$ cat config.mk
export PLATFORM = sky130hd
export DESIGN_NAME = bus_prot_seq
export DESIGN_NICKNAME = d
export VERILOG_FILES = /design/src/rtl/bpc_pkg.sv /design/src/rtl/bpc_w1sc_reg.sv /design/src/rtl/bpc_wait_timer.sv /design/src/rtl/bpc_seq_fsm.sv /design/src/rtl/bus_prot_seq.sv
export SDC_FILE = /design/constraint.sdc
export NUM_CORES = 1
export LEC_CHECK = 0
export BUFFER_PORTS_ARGS = -buffer_cell sky130_fd_sc_hd__buf_2
export CORE_UTILIZATION = 54
export DETAILED_ROUTE_END_ITERATION = 6
export GPL_TIMING_DRIVEN = 0
export PLACE_DENSITY_LB_ADDON = 0.05
export SLEW_MARGIN = 5
export SYNTH_ARGS = -nofsm -noshare
export SYNTH_HDL_FRONTEND = slang
export SYNTH_SLANG_ARGS = --single-unit
export TNS_END_PERCENT = 50
$ cat constraint.sdc
create_clock -name clk -period 1.91 [get_ports clk]
set_input_delay 0.382 -clock clk [delete_from_list [all_inputs] [get_ports clk]]
set_output_delay 0.382 -clock clk [all_outputs]
set_load 0.01 [all_outputs]
$ cat src/rtl/bpc_pkg.sv
package bpc_pkg;

  typedef enum logic [2:0] {
    ST_IDLE   = 3'd0,
    ST_CG_ON  = 3'd1,
    ST_MOVE   = 3'd2,
    ST_SETTLE = 3'd3,
    ST_CG_OFF = 3'd4,
    ST_FAIL   = 3'd5
  } bpc_state_e;

  localparam int MAX_DOM = 64;

  // True when every bit selected by msk is high in sta.
  function automatic logic all_covered(input logic [MAX_DOM-1:0] sta,
                                       input logic [MAX_DOM-1:0] msk);
    return (sta & msk) == msk;
  endfunction

  // Next value of a set/clear register; set wins over clear.
  function automatic logic [MAX_DOM-1:0] w1sc_next(input logic [MAX_DOM-1:0] q,
                                                   input logic [MAX_DOM-1:0] set_b,
                                                   input logic [MAX_DOM-1:0] clr_b);
    return (q & ~clr_b) | set_b;
  endfunction

endpackage

$ cat src/rtl/bpc_w1sc_reg.sv
module bpc_w1sc_reg
  import bpc_pkg::*;
#(
  parameter int W = 8
) (
  input  logic         clk,
  input  logic         rst_n,
  input  logic [W-1:0] set_i,
  input  logic [W-1:0] clr_i,
  output logic [W-1:0] q_o
);

  logic [W-1:0]       q_r;
  logic [MAX_DOM-1:0] nxt_wide;

  always_comb begin
    nxt_wide = w1sc_next(MAX_DOM'(q_r), MAX_DOM'(set_i), MAX_DOM'(clr_i));
  end

  always_ff @(posedge clk or negedge rst_n) begin
    if (!rst_n) q_r <= '0;
    else        q_r <= nxt_wide[W-1:0];
  end

  assign q_o = q_r;

endmodule

$ cat src/rtl/bpc_wait_timer.sv
module bpc_wait_timer #(
  parameter int LIMIT = 25000
) (
  input  logic clk,
  input  logic rst_n,
  input  logic run_i,
  output logic expire_o
);

  localparam int CW = (LIMIT < 2) ? 1 : $clog2(LIMIT);
  localparam logic [CW-1:0] LAST = CW'(LIMIT - 1);

  logic [CW-1:0] cnt_q;

  always_ff @(posedge clk or negedge rst_n) begin
    if (!rst_n)              cnt_q <= '0;
    else if (!run_i)         cnt_q <= '0;
    else if (cnt_q != LAST)  cnt_q <= cnt_q + 1'b1;
  end

  assign expire_o = run_i && (cnt_q == LAST);

endmodule

$ cat src/rtl/bpc_seq_fsm.sv
module bpc_seq_fsm
  import bpc_pkg::*;
#(
  parameter int W = 8
) (
  input  logic         clk,
  input  logic         rst_n,
  input  logic         req_valid_i,
  output logic         req_ready_o,
  input  logic [W-1:0] req_mask_i,
  input  logic         req_raise_i,
  input  logic         rdy_all_i,
  input  logic         tmo_i,
  output logic [W-1:0] act_mask_o,
  output logic         settle_o,
  output logic [W-1:0] cg_set_o,
  output logic [W-1:0] cg_clr_o,
  output logic [W-1:0] fence_set_o,
  output logic [W-1:0] fence_clr_o,
  output logic         done_o,
  output logic         err_o
);

  bpc_state_e   st_q, st_d;
  logic [W-1:0] mask_q;
  logic         raise_q;
  logic         done_q, err_q;
  logic         take;

  assign take = req_valid_i && (st_q == ST_IDLE);

  always_comb begin
    st_d = st_q;
    unique case (st_q)
      ST_IDLE:   if (take) st_d = ST_CG_ON;
      ST_CG_ON:  st_d = ST_MOVE;
      ST_MOVE:   st_d = raise_q ? ST_SETTLE : ST_CG_OFF;
      ST_SETTLE: begin
        if (rdy_all_i)  st_d = ST_CG_OFF;
        else if (tmo_i) st_d = ST_FAIL;
      end
      ST_CG_OFF: st_d = ST_IDLE;
      ST_FAIL:   st_d = ST_IDLE;
      default:   st_d = ST_IDLE;
    endcase
  end

  always_ff @(posedge clk or negedge rst_n) begin
    if (!rst_n) begin
      st_q    <= ST_IDLE;
      mask_q  <= '0;
      raise_q <= 1'b0;
      done_q  <= 1'b0;
      err_q   <= 1'b0;
    end else begin
      st_q   <= st_d;
      done_q <= (st_q == ST_CG_OFF) || (st_q == ST_FAIL);
      err_q  <= (st_q == ST_FAIL);
      if (take) begin
        mask_q  <= req_mask_i;
        raise_q <= req_raise_i;
      end
    end
  end

  assign req_ready_o = (st_q == ST_IDLE);
  assign act_mask_o  = mask_q;
  assign settle_o    = (st_q == ST_SETTLE);
  assign cg_set_o    = (st_q == ST_CG_ON)              ? mask_q : '0;
  assign cg_clr_o    = (st_q == ST_CG_OFF)             ? mask_q : '0;
  assign fence_set_o = (st_q == ST_MOVE &&  raise_q)   ? mask_q : '0;
  assign fence_clr_o = (st_q == ST_MOVE && !raise_q)   ? mask_q : '0;
  assign done_o      = done_q;
  assign err_o       = err_q;

endmodule

$ cat src/rtl/bus_prot_seq.sv
module bus_prot_seq
  import bpc_pkg::*;
#(
  parameter int NDOM    = 8,
  parameter int TMO_CYC = 25000
) (
  input  logic            clk,
  input  logic            rst_n,
  input  logic            req_valid_i,
  output logic            req_ready_o,
  input  logic [NDOM-1:0] req_mask_i,
  input  logic            req_raise_i,
  input  logic [NDOM-1:0] fence_rdy_i,
  output logic [NDOM-1:0] fence_en_o,
  output logic [NDOM-1:0] clkgate_en_o,
  output logic            done_o,
  output logic            done_err_o
);

  // Internal events brought out by name for the checker.
  logic [NDOM-1:0] act_mask;
  logic            settle_active;
  logic            tmo_hit;
  logic            rdy_all;

  logic [NDOM-1:0] cg_set, cg_clr, fence_set, fence_clr;

  assign rdy_all = all_covered(MAX_DOM'(fence_rdy_i), MAX_DOM'(act_mask));

  bpc_seq_fsm #(.W(NDOM)) u_fsm (
    .clk         (clk),
    .rst_n       (rst_n),
    .req_valid_i (req_valid_i),
    .req_ready_o (req_ready_o),
    .req_mask_i  (req_mask_i),
    .req_raise_i (req_raise_i),
    .rdy_all_i   (rdy_all),
    .tmo_i       (tmo_hit),
    .act_mask_o  (act_mask),
    .settle_o    (settle_active),
    .cg_set_o    (cg_set),
    .cg_clr_o    (cg_clr),
    .fence_set_o (fence_set),
    .fence_clr_o (fence_clr),
    .done_o      (done_o),
    .err_o       (done_err_o)
  );

  bpc_wait_timer #(.LIMIT(TMO_CYC)) u_tmr (
    .clk      (clk),
    .rst_n    (rst_n),
    .run_i    (settle_active),
    .expire_o (tmo_hit)
  );

  bpc_w1sc_reg #(.W(NDOM)) u_cg_reg (
    .clk   (clk),
    .rst_n (rst_n),
    .set_i (cg_set),
    .clr_i (cg_clr),
    .q_o   (clkgate_en_o)
  );

  bpc_w1sc_reg #(.W(NDOM)) u_fence_reg (
    .clk   (clk),
    .rst_n (rst_n),
    .set_i (fence_set),
    .clr_i (fence_clr),
    .q_o   (fence_en_o)
  );

endmodule

# Word-level counts from Yosys, hierarchy flattened
# Index checks and enable logic that the tools add are counted.
# W data, S select, Z words.
# totals
ff_bits	45
in_bits	20
output_inout_bits	19
wordCells	46
# op_classes
add_sub_neg	1
n_eq_ne	11
muxes	11
bitwise_logic	7
reduce_logical	8
# op_table
op	n
$mux W8	4
$mux W15	2
$and A8 B8 Y8	3
$not A8 Y8	2
$or A8 B8 Y8	2
$add A15 B1 Y15 const B	1
$eq A15 B15 Y1 const B	1
$ne A15 B15 Y1 const B	1
$mux W3	4
$pmux W3 S4	1
$eq A8 B8 Y1	1
$eq A3 B2 Y1 const B	2
$eq A3 B3 Y1 const B	2
$logic_and A1 B1 Y1	4
$eq A3 B1 Y1 const B	1
$logic_not A3 Y1	1
$ne A3 B3 Y1 const B	1
$ne A2 B1 Y1 const B	1
$ne A2 B2 Y1 const B	1
$reduce_and A2 Y1	1
$logic_not A1 Y1	1
$logic_or A1 B1 Y1	1

# Depth between registers and ports, before layout
# Gate-level depths: netlist of the first run.
# logic_depth
ltp_word	6
ltp_mapped	7
depth_no_buf	5

# Hierarchy
# Synthesis of the first run repeated with hierarchy kept, for this count alone.
# hier_totals
cells_unflattened	220
area_unflattened_um2	2328.5
# by_module_without_submodules
module	n_inst	cells_per_inst	area_each_um2	seq_area_each_um2
bpc_seq_fsm	1	78	897.1	350.3
bpc_wait_timer	1	81	783.3	375.4
bpc_w1sc_reg	2	24	290.3	200.2
bus_prot_seq	1	13	67.6	0.0

# Worst setup path before layout of the first run
# OpenSTA, ideal clock, no wires.
# synth_timing
path_type	reg2reg
start	register u_tmr.cnt_q[0]
end	register u_tmr.cnt_q[3]
setup_ps	75
arrival_time_ps	1524
required_ps	1835
setup_slack_ps	311
path_stages_with_launch	7
n_path_buf	1
synth_period_minus_slack_ps	1599
path_cell_list	dfrtp_1 -> ha_1 -> nand3_2 -> and4b_1 -> buf_6 -> or3_1 -> a21oi_2
# synth_between
elab_chain_cells	3
word_cells_on_any_way	5
classes_between	add/sub: 1; eq/ne: 2; mux: 2
# synth_rtl
element	line	source
from (decl)	bpc_wait_timer.sv:13	logic [CW-1:0] cnt_q;
from (signal assigned)	bpc_wait_timer.sv:18	else if (cnt_q != LAST) cnt_q <= cnt_q + 1'b1;
$add A15 B1 Y15	bpc_wait_timer.sv:18	
$mux W15	bpc_wait_timer.sv:18	
$mux W15	bpc_wait_timer.sv:17	else if (!run_i) cnt_q <= '0;
# Several ways; a longest one is shown, not always the timed one. The select of a mux whose other input is x is not followed.
# A chain may end at the register's enable or synchronous reset.

# Worst setup path in the final report of the first run
# Same ends and word-level chain as after synthesis.

==> key figures, run 1 <==
Outcome
  • Status: finished clean

Clock network
  • Clock Latency Late Sink: 300 ps
  • Setup Fix Bufs, Post-CTS: 0
  • Cts hold-fix bufs: 0
  • Clk pin slew, worst setup/hold paths: 80 ps
  • Max clock buf depth: 2
  • CTS Buf Count: 5
  • Post-cts sizing count: 0
  • CTS tree: done
  • H-tree levels: 2
  • Clk root buf: clkbuf_8
  • Sink Count: 45

STA
  • Min Tclk post-route: 1730 ps
  • Slew Viols, Final: 0
  • Part of the cycle the worst path needs: 90.4%
  • Slew of the pin with the lowest slew margin: 1000 ps
  • Clk_skew: 5.95 ps
  • Max transition margin: 33.3%
  • TNS Setup: 0 ps
  • Final setup margin: 184 ps
  • Hold slack: 238 ps
  • RSZ-0062 raised after global routing: no
  • Hold Fails Final Rpt: 0
  • Final setup fails: 0
  • Fmax: 0.579 GHz

Placement
  • Pre-CTS WS: 197 ps
  • PortBufs: 38
  • Dpl cells: 309
  • Post-DP HPWL: 3.06 mm
  • GP Congestion: 0.800

Setup path
  • Reg2Reg Setup Slack: 180 ps
  • Worst stage delay on the critical path: 420 ps
  • Reg2Reg Launch Point: u_tmr.cnt_q[0]$_DFFE_PN0P_
  • Startpoint Class: flip-flop
  • Critical-path cell list: ha_1 > nand3_2 > and4b_1 > buf_6 > or3_1 > a21oi_2
  • Critical Path RT: 2130 ps
  • Crit path from: u_tmr.cnt_q[0]$_DFFE_PN0P_
  • WS Path Type: reg -> reg
  • Crit-path max FO: 7
  • Crit path DAT: 1950 ps
  • Setup crit end kind: flip-flop
  • Slowest cell on crit path: dfrtp_1

Drt
  • Post-detailed-routing wire length: 4.36 mm
  • 1st-pass router iterations: 4
  • Routed len/inst: 13.8 um
  • Via Count: 1,681
  • DRC: 0
  • Initial DRC count: 153
  • ANT nets after route: 0
  • Vias/cell: 5.32

Finish
  • Diode count: 0
  • Layout cells sized above 1: 20.5%
  • Final nets: 289
  • Fin cells: 316
  • Fill cells: 316
  • Layout area overhead: 16.3%

Yosys
  • Top_reg_cell synth: dfrtp_1
  • FF+latch count, synth: 45
  • Synth warnings: 0
  • Mapped Cells: 223
  • Synth top area cells: dfrtp_1, nand2_1, o21ai_0
  • Largest area contributor in the netlist: dfrtp_1
  • Ys async rst share: 100%
  • Netlist cell types: 39
  • Count leader, synth: nand2_1
  • Top post-synthesis cells by count: nand2_1, dfrtp_1, o21ai_0
  • Synthesized area: 0.00206 mm2
  • Seq/Total Area, Yosys: 54.5%
  • EDFF count, synth: 0
  • Post-synthesis average cell area: 9.26 um2
  • Synthesized net count: 244
  • Synth top area share: 54.5%

Pwr
  • VDD IR max: 0.000589 V
  • Leak: 0.00108 uW
  • Switching pwr: 1160 uW
  • Sequential share of power: 45.9%
  • Comb pwr share: 35.0%
  • Total power: 3080 uW
  • Switching Fraction: 37.7%
  • Pwr dens: 1280 mW/mm2
  • Internal cell power: 1920 uW
  • Clock power share: 19.1%

Floorplan
  • Core area: 0.00366 mm2
  • Die area: 0.00407 mm2
  • Die W: 63.8 um
  • Row count: 22
  • # IOs: 39
  • Starting Density: 56.4%
  • Vert. Die Dim: 63.8 um

GRT
  • Vias in the first global route: 1,544
  • Antenna violations before repair: 0
  • Largest net degree at the start of global routing: 46
  • Remaining Overflow, GRT: 0
  • GRT Util Overall: 23.2%
  • First-pass GRT wire length: 7.16 mm

Flow run
  • Max cap viols: 0

Min path
  • Min-Delay Path Class: in -> async
==> critical path: cells and delay by family (launching register included) <==
kind                     cells  cell delay [ps]
AND/OR/NAND/NOR              3              730
flip-flops                   1              420
adder cells (fa/ha/maj)      1              250
buffers and inverters        1              130
AO/OA/AOI/OAI                1              120
==> layer usage <==
layer  global-route usage (%)  wire, um
met1                     30.4      2010
met3                     6.61       157
met4                     6.82        50
met2                     37.5      2140
met5                        0         0
==> power by group through the flow <==
stage	Combinational (uW)	Clock [uW]	Sequential (uW)
final	1080	588	1410
after global routing	1230	640	1450
after CTS	1080	599	1410
after detailed placement	1080	0	1430
after global placement	1060	0	1420
after floorplan	652	0	1450
==> kinds of logic after synthesis <==
group / share of synthesized area (%)
xor+xnor: 3.39
compound gates: 14.5
flops: 54.5
simple gates: 21.3
fa+ha+maj: 0.606
mux: 0.485
buf+inv: 5.09
==> state kept, by name (all words and copies together), names as in the netlist <==
register	count
u_tmr.cnt_q	15
u_cg_reg.q_o	8
u_fence_reg.q_o	8
u_fsm.act_mask_o	8
u_fsm.st_q	3
u_fsm.done_o	1
u_fsm.err_o	1
u_fsm.raise_q	1
==> area by class of cell <==
| type | instances | area (um2) | area share [%] |
|---|---|---|---|
| plain buffers | 10 | 56.3 | 2.34 |
| well taps | 48 | 60.1 | 2.50 |
| inverters | 13 | 48.8 | 2.03 |
| repair buffers | 38 | 190 | 7.92 |
| multi-input cells | 155 | 833 | 34.7 |
| flip-flops and latches | 45 | 1130 | 46.9 |
| clock buffers | 7 | 86.3 | 3.60 |
==> stage by stage <==
step | instance area [um2] | util [%]
6_report | 2400 | 65.6
3_5_place_dp | 2310 | 63.2
4_1_cts | 2400 | 65.6
2_1_floorplan | 2060 | -
5_1_grt | 2400 | 65.6
3_3_place_gp | 2310 | 63.2
==> final timing paths <==
kind,end,cells past startpoint
worst max register to register,u_tmr.cnt_q[3]$_DFFE_PN0P_,6
worst max-delay path,u_tmr.cnt_q[3]$_DFFE_PN0P_,6
worst min register to register,u_fence_reg.q_o[5]$_DFF_PN0_,2
worst min-delay path,u_fence_reg.q_o[2]$_DFF_PN0_,1
min in group clk,u_fsm.act_mask_o[2]$_DFFE_PN0P_,3
max in group asynchronous,u_fsm.done_o$_DFF_PN0_,1
==> layout by cell type (no fill, tap or decap), types with 3 or more instances in the layout <==
cell type  count
nand3_1        3
nor4_1         4
nor2_1        13
or3_1          4
o21ai_0       27
a21oi_1       13
dfrtp_1       45
clkbuf_1       5
o22ai_1        5
buf_2         40
nor3_1         6
nand2_1       46
inv_1         13
clkbuf_8       6
xnor2_1        6
Power figures use the tool's default switching activity.
==> inputs of run 2 (changes only) <==
- CORE_UTILIZATION: 54 -> 58
- clock period: 1.91 -> 2.03 ns (I/O delays scaled with it)
==> run 2 against run 1 <==
Worst hold slack lost 45 ps. Clock skew grew 15 ps. Final cell count shrank 0.32%. Sequential power shrank 6%. Combinational power shrank 6%. Critical path depth shrank 3. Critical path type is now reg -> out. Critical endpoint is now req_ready_o. Largest power group unchanged.
==> key figures, run 2 (synthesis results as in run 1) <==
Setup path
  • Critical-path cell list: clkbuf_2 > nor3_1 > buf_2
  • WS Path Type: reg -> out
  • Slowest cell on crit path: dfrtp_1
  • Startpoint Class: flip-flop
  • Crit path DAT: 1330 ps (-620 ps)
  • Critical path buffer and inverter count: 2 (+1)
  • Crit path from: u_fsm.st_q[2]$_DFFE_PN0P_
  • Setup crit end kind: output pin
  • Crit-path max FO: 8 (+1)
  • Cell family with most CP delay: flip-flops
  • Critical Path RT: 1620 ps (-510 ps)
  • Worst stage delay on the critical path: 370 ps (-50 ps)
  • Reg2Reg Launch Point: u_tmr.cnt_q[0]$_DFFE_PN0P_

GRT
  • Largest net degree at the start of global routing: 46 (unchanged)
  • GRT Util Overall: 25.0% (+1.8 points)
  • Antenna violations before repair: 0 (unchanged)
  • First-pass GRT wire length: 6.84 mm (-4.3%)
  • Vias in the first global route: 1,555 (+0.71%)
  • Remaining Overflow, GRT: 0 (unchanged)

Drt
  • Post-detailed-routing wire length: 4.27 mm (-2.1%)
  • ANT nets after route: 0 (unchanged)
  • Initial DRC count: 126 (-18%)
  • Vias/cell: 5.37 (+0.97%)
  • 1st-pass router iterations: 4 (unchanged)
  • DRC: 0 (unchanged)
  • Via Count: 1,692 (+0.65%)
  • Routed len/inst: 13.6 um (-1.8%)

STA
  • Hold Fails Final Rpt: 0 (unchanged)
  • TNS Setup: 0 ps (unchanged)
  • RSZ-0062 raised after global routing: no
  • Fmax: 0.576 GHz
  • Part of the cycle the worst path needs: 85.5%
  • Slew of the pin with the lowest slew margin: 979 ps (-21.1 ps)
  • Final setup fails: 0 (unchanged)
  • Clk_skew: 20.9 ps (+14.9 ps)
  • Slew Viols, Final: 0 (unchanged)
  • Final setup margin: 294 ps (+111 ps)
  • Min Tclk post-route: 1740 ps
  • Max transition margin: 34.7% (+1.4 points)

Pwr
  • Leak: 0.00107 uW (-0.28%)
  • Pwr dens: 1180 mW/mm2 (-7.7%)
  • VDD IR max: 0.000507 V (-14%)

Finish
  • Max FFs per register: 15 (unchanged)
  • Multi-input gate area: 833 um2 (unchanged)
  • Reg with most FFs: u_tmr.cnt_q
  • Fill cells: 286 (-9.5%)
  • FF/Latch Area: 0.00113 mm2 (unchanged)
  • Commonest cells after routing, fill and taps aside: nand2_1, dfrtp_1, buf_2, o21ai_0
  • Layout cells sized above 1: 21.2% (+0.67 points)
  • Final nets: 289 (unchanged)
  • Layout area overhead: 15.4%
  • Diode count: 0 (unchanged)
  • Most common cell after layout, fill and taps aside: nand2_1
  • Core Util, Final: 70.8% (+5.2 points)
  • Post-route cell area: 0.00238 mm2 (-0.78%)

Floorplan
  • Die area: 0.00380 mm2 (-6.7%)
  • Core area: 0.00336 mm2 (-8.1%)
  • Starting Density: 61.4% (+5.0 points)
  • Die W: 61.7 um (-3.4%)
  • # IOs: 39 (unchanged)
  • Vert. Die Dim: 61.7 um (-3.4%)
  • Row count: 21 (-4.5%)

Clock network
  • CTS tree: done
  • H-tree levels: 2 (unchanged)
  • Max clock buf depth: 2 (unchanged)
  • Clock Latency Late Sink: 360 ps (+60 ps)
  • Setup Fix Bufs, Post-CTS: 0 (unchanged)
  • Cts hold-fix bufs: 0 (unchanged)
  • CTS Buf Count: 5 (unchanged)
  • Clk root buf: clkbuf_4
  • Clk pin slew, worst setup/hold paths: 130 ps (+50 ps)
  • Post-cts sizing count: 0 (unchanged)
  • Sink Count: 45 (unchanged)

Placement
  • Post-DP HPWL: 3.07 mm (about the same)
  • GP Congestion: 0.765 (-4.4%)
  • Pre-CTS WS: 324 ps (+127 ps)
  • PortBufs: 38 (unchanged)
  • Placed cell area: 0.00231 mm2 (-0.11%)

Min path
  • Min-Delay Path Class: in -> async

Flow run
  • Max cap viols: 0 (unchanged)

Outcome
  • Status: finished clean
==> run 2: changes by cell type in the layout (fill, tap and decap cells not counted) <==
cell,previous run,this run
clkbuf_4,0,5
clkbuf_8,6,2
clkbuf_1,5,4
clkinv_2,0,1
==> run 2: power breakdown <==
group | switching [uW] | internal [uW]
combinational | 630 | 388
clock | 277 | 201
sequential | 180 | 1140
==> run 2: area by class of cell <==
cell class                 count  share of cell area (%)
clock buffer                   7                    2.73
buffer                        10                    2.36
tap                           46                    2.42
sequential                    45                    47.3
multi-input combinational    155                    35.0
clock inverter                 1                   0.210
inverter                      13                    2.05
timing repair buffer          38                    7.98
==> run 2: metrics by stage <==
step	std cells	power, uW	hold slack (ps)
6_report	315	2820	192
5_1_grt	315	3060	234
4_1_cts	315	2830	224
3_5_place_dp	307	2370	464
3_3_place_gp	307	2330	457
2_1_floorplan	223	1980	110
==> run 2: metal layers <==
layer | GRT usage (%) | share of wire, %
met3 | 3.99 | 3.7
met5 | 0 | 0
met1 | 31.7 | 46
met4 | 11.4 | 1.0
met2 | 42.2 | 49
==> run 2: worst reg2reg max path, stage by stage (launching register included) <==
cell and delay, ps:
dfrtp_1 430, ha_1 260, nand3_2 150, and4b_1 220, buf_6 130, or3_1 360
a21oi_2 130
==> run 2: final timing paths <==
path / to / slack, ps / cells past startpoint
setup / recovery: req_ready_o / 290 / 3
hold / removal: u_fence_reg.q_o[5]$_DFF_PN0_ / 190 / 1
setup reg to reg: u_tmr.cnt_q[3]$_DFFE_PN0P_ / 300 / 6
hold reg to reg: u_fence_reg.q_o[5]$_DFF_PN0_ / 480 / 2
max in group asynchronous: u_fsm.st_q[2]$_DFFE_PN0P_ / 1220 / 1
min in group clk: u_fsm.act_mask_o[5]$_DFFE_PN0P_ / 240 / 3
